**config.mk**
```make
export PLATFORM = sky130hd
export DESIGN_NAME = dual_ibuf
export DESIGN_NICKNAME = d
export VERILOG_FILES = /design/src/rtl/dib_pkg.sv /design/src/rtl/dib_bank.sv /design/src/rtl/dib_branch_trk.sv /design/src/rtl/dib_issue_mux.sv /design/src/rtl/dual_ibuf.sv
export SDC_FILE = /design/constraint.sdc
export NUM_CORES = 1
export LEC_CHECK = 0
export CAP_MARGIN = 5
export CELL_PAD_IN_SITES_DETAIL_PLACEMENT = 1
export CELL_PAD_IN_SITES_GLOBAL_PLACEMENT = 1
export CORE_MARGIN = 5
export CORE_UTILIZATION = 40
export CTS_CLUSTER_SIZE = 12
export DETAILED_ROUTE_END_ITERATION = 10
export PLACE_DENSITY_LB_ADDON = 0.1
export SYNTH_ARGS = -nofsm -noshare
export SYNTH_HDL_FRONTEND = slang
export SYNTH_HIERARCHICAL = 1
export SYNTH_SLANG_ARGS = --single-unit
```
**constraint.sdc**
```tcl
create_clock -name clk -period 13.6 [get_ports clk]
set_clock_uncertainty 0.2 [all_clocks]
set_input_delay 2.72 -clock clk [delete_from_list [all_inputs] [get_ports clk]]
set_output_delay 2.72 -clock clk [all_outputs]
set_load 0.02 [all_outputs]
```
**src/rtl/dib_pkg.sv**
```systemverilog
package dib_pkg;

  typedef enum logic {
    DST_SEQ = 1'b0,
    DST_TGT = 1'b1
  } fill_dst_e;

  // Bank index g holds the sequential role when the role bit points at it.
  function automatic logic bank_is_seq(input logic seq_is_b, input int unsigned g);
    return (g == 1) ? seq_is_b : !seq_is_b;
  endfunction

  // Occupancy after one cycle: a fill loads a full group, a pop removes one.
  function automatic int unsigned occ_next(input int unsigned occ, input int unsigned depth,
                                           input logic fill, input logic pop, input logic drop);
    if (drop) return 0;
    if (fill) return depth;
    if (pop && occ != 0) return occ - 1;
    return occ;
  endfunction

endpackage

```
**src/rtl/dib_bank.sv**
```systemverilog
module dib_bank #(
  parameter int GROUP = 4,
  parameter int IW    = 32
) (
  input  logic                  clk,
  input  logic                  rst_n,
  input  logic                  flush,
  input  logic                  wr_en,
  input  logic [GROUP*IW-1:0]   wr_group,
  input  logic                  rd_en,
  output logic [IW-1:0]         head,
  output logic [$clog2(GROUP+1)-1:0] count,
  output logic                  empty
);
  localparam int PW = (GROUP > 1) ? $clog2(GROUP) : 1;
  localparam int CW = $clog2(GROUP + 1);

  logic [IW-1:0] slots [GROUP];
  logic [PW-1:0] rd_ptr;
  logic [CW-1:0] occ;

  always_ff @(posedge clk) begin
    if (wr_en) begin
      for (int k = 0; k < GROUP; k++) slots[k] <= wr_group[k*IW +: IW];
    end
  end

  always_ff @(posedge clk) begin
    if (!rst_n) begin
      occ    <= '0;
      rd_ptr <= '0;
    end else begin
      occ <= CW'(dib_pkg::occ_next(int'(occ), GROUP, wr_en, rd_en, flush));
      if (flush || wr_en)         rd_ptr <= '0;
      else if (rd_en && occ != 0) rd_ptr <= rd_ptr + PW'(1);
    end
  end

  assign head  = slots[rd_ptr];
  assign count = occ;
  assign empty = (occ == '0);
endmodule

```
**src/rtl/dib_branch_trk.sv**
```systemverilog
module dib_branch_trk #(
  parameter int AW = 32
) (
  input  logic          clk,
  input  logic          rst_n,
  input  logic          br_seen,
  input  logic [AW-1:0] br_target,
  input  logic          rs_valid,
  output logic          pending,
  output logic          br_fire,
  output logic          br_stall,
  output logic          rs_fire,
  output logic          tgt_req_valid,
  output logic [AW-1:0] tgt_req_addr
);
  assign br_fire  = br_seen && !pending;
  assign br_stall = br_seen && pending;
  assign rs_fire  = rs_valid && pending;

  always_ff @(posedge clk) begin
    if (!rst_n) begin
      pending       <= 1'b0;
      tgt_req_valid <= 1'b0;
      tgt_req_addr  <= '0;
    end else begin
      if (rs_fire)      pending <= 1'b0;
      else if (br_fire) pending <= 1'b1;
      tgt_req_valid <= br_fire;
      if (br_fire) tgt_req_addr <= br_target;
    end
  end
endmodule

```
**src/rtl/dib_issue_mux.sv**
```systemverilog
module dib_issue_mux #(
  parameter int IW = 32,
  parameter int CW = 3
) (
  input  logic          seq_is_b,
  input  logic [IW-1:0] head_a,
  input  logic [IW-1:0] head_b,
  input  logic [CW-1:0] cnt_a,
  input  logic [CW-1:0] cnt_b,
  output logic [IW-1:0] seq_head,
  output logic [CW-1:0] seq_cnt,
  output logic [CW-1:0] tgt_cnt
);
  always_comb begin
    if (seq_is_b) begin
      seq_head = head_b;
      seq_cnt  = cnt_b;
      tgt_cnt  = cnt_a;
    end else begin
      seq_head = head_a;
      seq_cnt  = cnt_a;
      tgt_cnt  = cnt_b;
    end
  end
endmodule

```
**src/rtl/dual_ibuf.sv**
```systemverilog
module dual_ibuf #(
  parameter int GROUP = 4,
  parameter int IW    = 32,
  parameter int AW    = 32
) (
  input  logic                clk,
  input  logic                rst_n,
  input  logic                cf_valid,
  input  logic                cf_to_tgt,
  input  logic [GROUP*IW-1:0] cf_group,
  output logic                cf_ready,
  input  logic                br_seen,
  input  logic [AW-1:0]       br_target,
  output logic                br_stall,
  output logic                tgt_req_valid,
  output logic [AW-1:0]       tgt_req_addr,
  input  logic                rs_valid,
  input  logic                rs_taken,
  output logic                dec_valid,
  input  logic                dec_ready,
  output logic [IW-1:0]       dec_instr
);
  localparam int CW = $clog2(GROUP + 1);

  // Named internal events, brought out for the checker.
  logic          pending, br_fire, rs_fire, cf_fire, pop;
  logic          seq_is_b;
  logic [CW-1:0] seq_cnt, tgt_cnt;
  logic [IW-1:0] seq_head;
  logic [IW-1:0] head_v [2];
  logic [CW-1:0] cnt_v  [2];
  logic [1:0]    empty_v;

  dib_branch_trk #(.AW(AW)) trk_i (
    .clk(clk), .rst_n(rst_n), .br_seen(br_seen), .br_target(br_target),
    .rs_valid(rs_valid), .pending(pending), .br_fire(br_fire),
    .br_stall(br_stall), .rs_fire(rs_fire),
    .tgt_req_valid(tgt_req_valid), .tgt_req_addr(tgt_req_addr)
  );

  assign cf_ready = !rs_fire &&
                    ((cf_to_tgt == dib_pkg::DST_TGT) ? (pending && tgt_cnt == '0)
                                                     : (seq_cnt == '0));
  assign cf_fire  = cf_valid && cf_ready;
  assign dec_valid = (seq_cnt != '0);
  assign pop       = dec_valid && dec_ready;
  assign dec_instr = seq_head;

  always_ff @(posedge clk) begin
    if (!rst_n)                  seq_is_b <= 1'b0;
    else if (rs_fire && rs_taken) seq_is_b <= !seq_is_b;
  end

  for (genvar g = 0; g < 2; g++) begin : g_bank
    logic is_seq, wr, rd, drop;
    assign is_seq = dib_pkg::bank_is_seq(seq_is_b, g);
    assign wr     = cf_fire && (cf_to_tgt ? !is_seq : is_seq);
    assign rd     = pop && is_seq;
    assign drop   = rs_fire && (rs_taken ? is_seq : !is_seq);
    dib_bank #(.GROUP(GROUP), .IW(IW)) bank_i (
      .clk(clk), .rst_n(rst_n), .flush(drop), .wr_en(wr), .wr_group(cf_group),
      .rd_en(rd), .head(head_v[g]), .count(cnt_v[g]), .empty(empty_v[g])
    );
  end

  dib_issue_mux #(.IW(IW), .CW(CW)) mux_i (
    .seq_is_b(seq_is_b), .head_a(head_v[0]), .head_b(head_v[1]),
    .cnt_a(cnt_v[0]), .cnt_b(cnt_v[1]),
    .seq_head(seq_head), .seq_cnt(seq_cnt), .tgt_cnt(tgt_cnt)
  );
endmodule

```
==> reports/qor.txt <==
FP Rows = 63
Post-route DRC = 0
Hold Vio Cnt, Final = 0
Routed WL per cell = 22.1 um
Vias = 6346
Crit-path max FO = 4
Post-Syn Nets = 780
Clock transition at path regs = 0.06 ns
Synth cell types = 41
Worst Hold Class = reg2reg
Num CTS Buffers = 35
Share of cells above drive strength 1 = 19.5%
Top-level I/O count = 236
CTS tree = built
Mapped Cells = 608
Worst slew pin tran = 1.19 ns
Largest net degree at the start of global routing = 79
Die Area = 0.0336 mm^2
Core footprint = 0.0296 mm^2
Critical Path Source Type = input pin
Seq/Total Area, Yosys = 72.2%
Via density = 4.98
Final WL = 28100 um
Die H = 183 um
CTS Hold Bufs = 0
Global-route wire length before repair = 42800 um
Gr usage total = 16.5%
Fmax = 134 MHz
Syn Area/Cell = 19.7 um^2
Initial antenna violation count = 2
Crit path required time = 10.68 ns
P per Cell Area = 136 mW/mm^2
Mapped cell area = 0.0120 mm^2
Placed inst area = 0.0146 mm^2
CTS Sinks = 305
Clock Tree Root = clkbuf_16
Nets = 1031
# Post-CTS Setup Buffers = 0
Hold Slack = 0.259 ns
Starting Density = 40.5%
Overflow after GRT = 0
Hpwl dp = 18300 um
FFs w/ async S/R, synth = 0%
WP data arrival = 4.54 ns
Die width = 183 um
Max-cap violation count = 0
Final core utilization = 53.1%
Starting DRT DRC Count = 287
Post-layout min period = 7.46 ns
Critical path type = in2out
Vias in the first global route = 7414
Max-slew headroom = 20.8%
Leak = 5.21 nW
PortBufs = 235
Status = finished, final reports clean
Setup TNS = 0 ns
Warnings, synthesis = 6
Final instance area = 0.0157 mm^2
Number of pins with negative max-slew slack in the final report = 0
H-tree depth = 2
Synthesis-stage register bit count = 305
Drt pass-1 iters = 4
Worst skew pair latency = 0.49 ns
Worst vdd ir = 86.5 uV
Clock tree buffer depth = 3
RSZ-0062 raised after global routing = false
RePlAce Congestion = 0.743
EDFF count, synth = 256
Area Overhead vs Synth = 31.1%
Antenna Nets Post-Route = 0
Post-synth top flop = edfxtp_1
CP Capture Type = output port
Setup Viol. Count Final = 0
Crit share post-route = 54.9%
CTS resizes = 0
-- worst paths after layout --
kind              depth (start not counted)                  start  slack (ns)                         to
hold reg to reg                           2  trk_i/tgt_req_addr[9]        0.26      trk_i/tgt_req_addr[9]
hold / removal                            2  trk_i/tgt_req_addr[9]        0.26      trk_i/tgt_req_addr[9]
setup / recovery                          4              cf_to_tgt        6.14                   cf_ready
setup reg to reg                          7       g_bank[1].is_seq        8.94  g_bank[1].bank_i/count[1]
-- state kept, by name, summed over array words and instances (netlist names), named ones only --
| register | flops |
|---|---|
| trk_i/tgt_req_valid | 1 |
| g_bank.bank_i/slots | 256 |
| g_bank.is_seq | 1 |
| g_bank.bank_i/rd_ptr | 4 |
| trk_i/pending | 1 |
| trk_i/tgt_req_addr | 32 |
| g_bank.bank_i/count | 6 |
-- cells by family (layout without fill, tap and decap cells) --
group                      after synthesis  after routing  share of synthesized area [%]
DFF                                    305            305                           72.2
muxes                                  134            134                           19.0
and+or+nand+nor                         97             97                           3.91
buffers and inverters                   39            315                           2.92
AOI/OAI and AO/OA                       28             28                           1.47
adders and majority gates                4              4                          0.417
xor gates and xnor gates                 1              1                         0.0730
other                                    0              1                              0
-- power breakdown --
group          total, mW  leakage [nW]  internal [mW]  switching (mW)
Clock              0.882         0.537          0.526           0.356
Sequential          1.08          2.75           1.06          0.0159
Combinational      0.176          1.92         0.0966          0.0790
Total               2.13          5.21           1.68           0.451
-- layout make-up --
type	instances	area [um^2]
diodes	1	2.50
flip-flops and latches	305	8680
fillers	2785	13900
clock inverters	16	119
clock buffers	46	978
repair buffers	243	2410
inverters	10	37.5
well taps	390	488
multi-input cells	264	3030
-- layout by cell type (no fill, tap or decap), types with 3 or more instances in the layout --
cell,netlist,routed
a21boi_0,3,3
a21oi_1,10,10
a311oi_1,4,4
and2_1,3,3
buf_4,1,8
clkbuf_1,2,6
clkbuf_16,0,36
clkbuf_8,0,4
clkdlybuf4s50_1,0,234
clkinv_1,0,5
clkinv_2,0,6
dfxtp_1,49,44
dfxtp_2,0,4
edfxtp_1,256,256
ha_1,4,4
inv_1,8,8
mux2_2,18,18
mux2_4,20,20
mux2i_1,32,32
mux4_1,4,4
mux4_2,60,60
nand2_1,66,66
nor2_1,4,4
o21ai_0,7,7
or3_1,5,5
-- synth_stat cells, drive strengths merged (2+ instances only) --
master | instances | share of area (%)
a21boi | 3 | 0.19
a21oi | 10 | 0.42
a311oi | 4 | 0.29
and2 | 4 | 0.22
and3 | 2 | 0.10
buf | 27 | 2.5
clkbuf | 2 | 0.063
dfxtp | 49 | 8.2
edfxtp | 256 | 64
ha | 4 | 0.42
inv | 10 | 0.31
mux2 | 38 | 4.2
mux2i | 32 | 2.7
mux4 | 64 | 12
nand2 | 66 | 2.1
nand2b | 3 | 0.20
nand3 | 2 | 0.083
nor2 | 4 | 0.13
nor3b | 2 | 0.13
o21ai | 7 | 0.29
o32ai | 3 | 0.22
or3 | 5 | 0.26
or3b | 2 | 0.15
-- worst max-delay path, stage by stage --
cell and delay, ns:
clkdlybuf4s50_1 0.48, or4_4 0.49, o32ai_1 0.18, clkdlybuf4s50_1 0.67
-- routing by layer --
layer | GRT usage, % | vias to the layer above | routed length, um
met5 | 0 | - | 7
met4 | 3.93 | 2 | 507
met3 | 5.10 | 37 | 1860
met2 | 29.7 | 190 | 14600
met1 | 19.4 | 3201 | 11200
li1 | - | 2916 | -
-- per-stage QoR --
| step | setup WS, ns | instances | power [mW] |
|---|---|---|---|
| 3_5_place_dp | 6.15 | 1212 | 1.27 |
| 5_1_grt | 6.03 | 1275 | 2.23 |
| 2_1_floorplan | -0.503 | 608 | 1.18 |
| 6_report | 6.14 | 1275 | 2.13 |
| 3_3_place_gp | 6.20 | 1212 | 1.26 |
| 4_1_cts | 6.14 | 1274 | 2.17 |
Power figures use the tool's default switching activity.
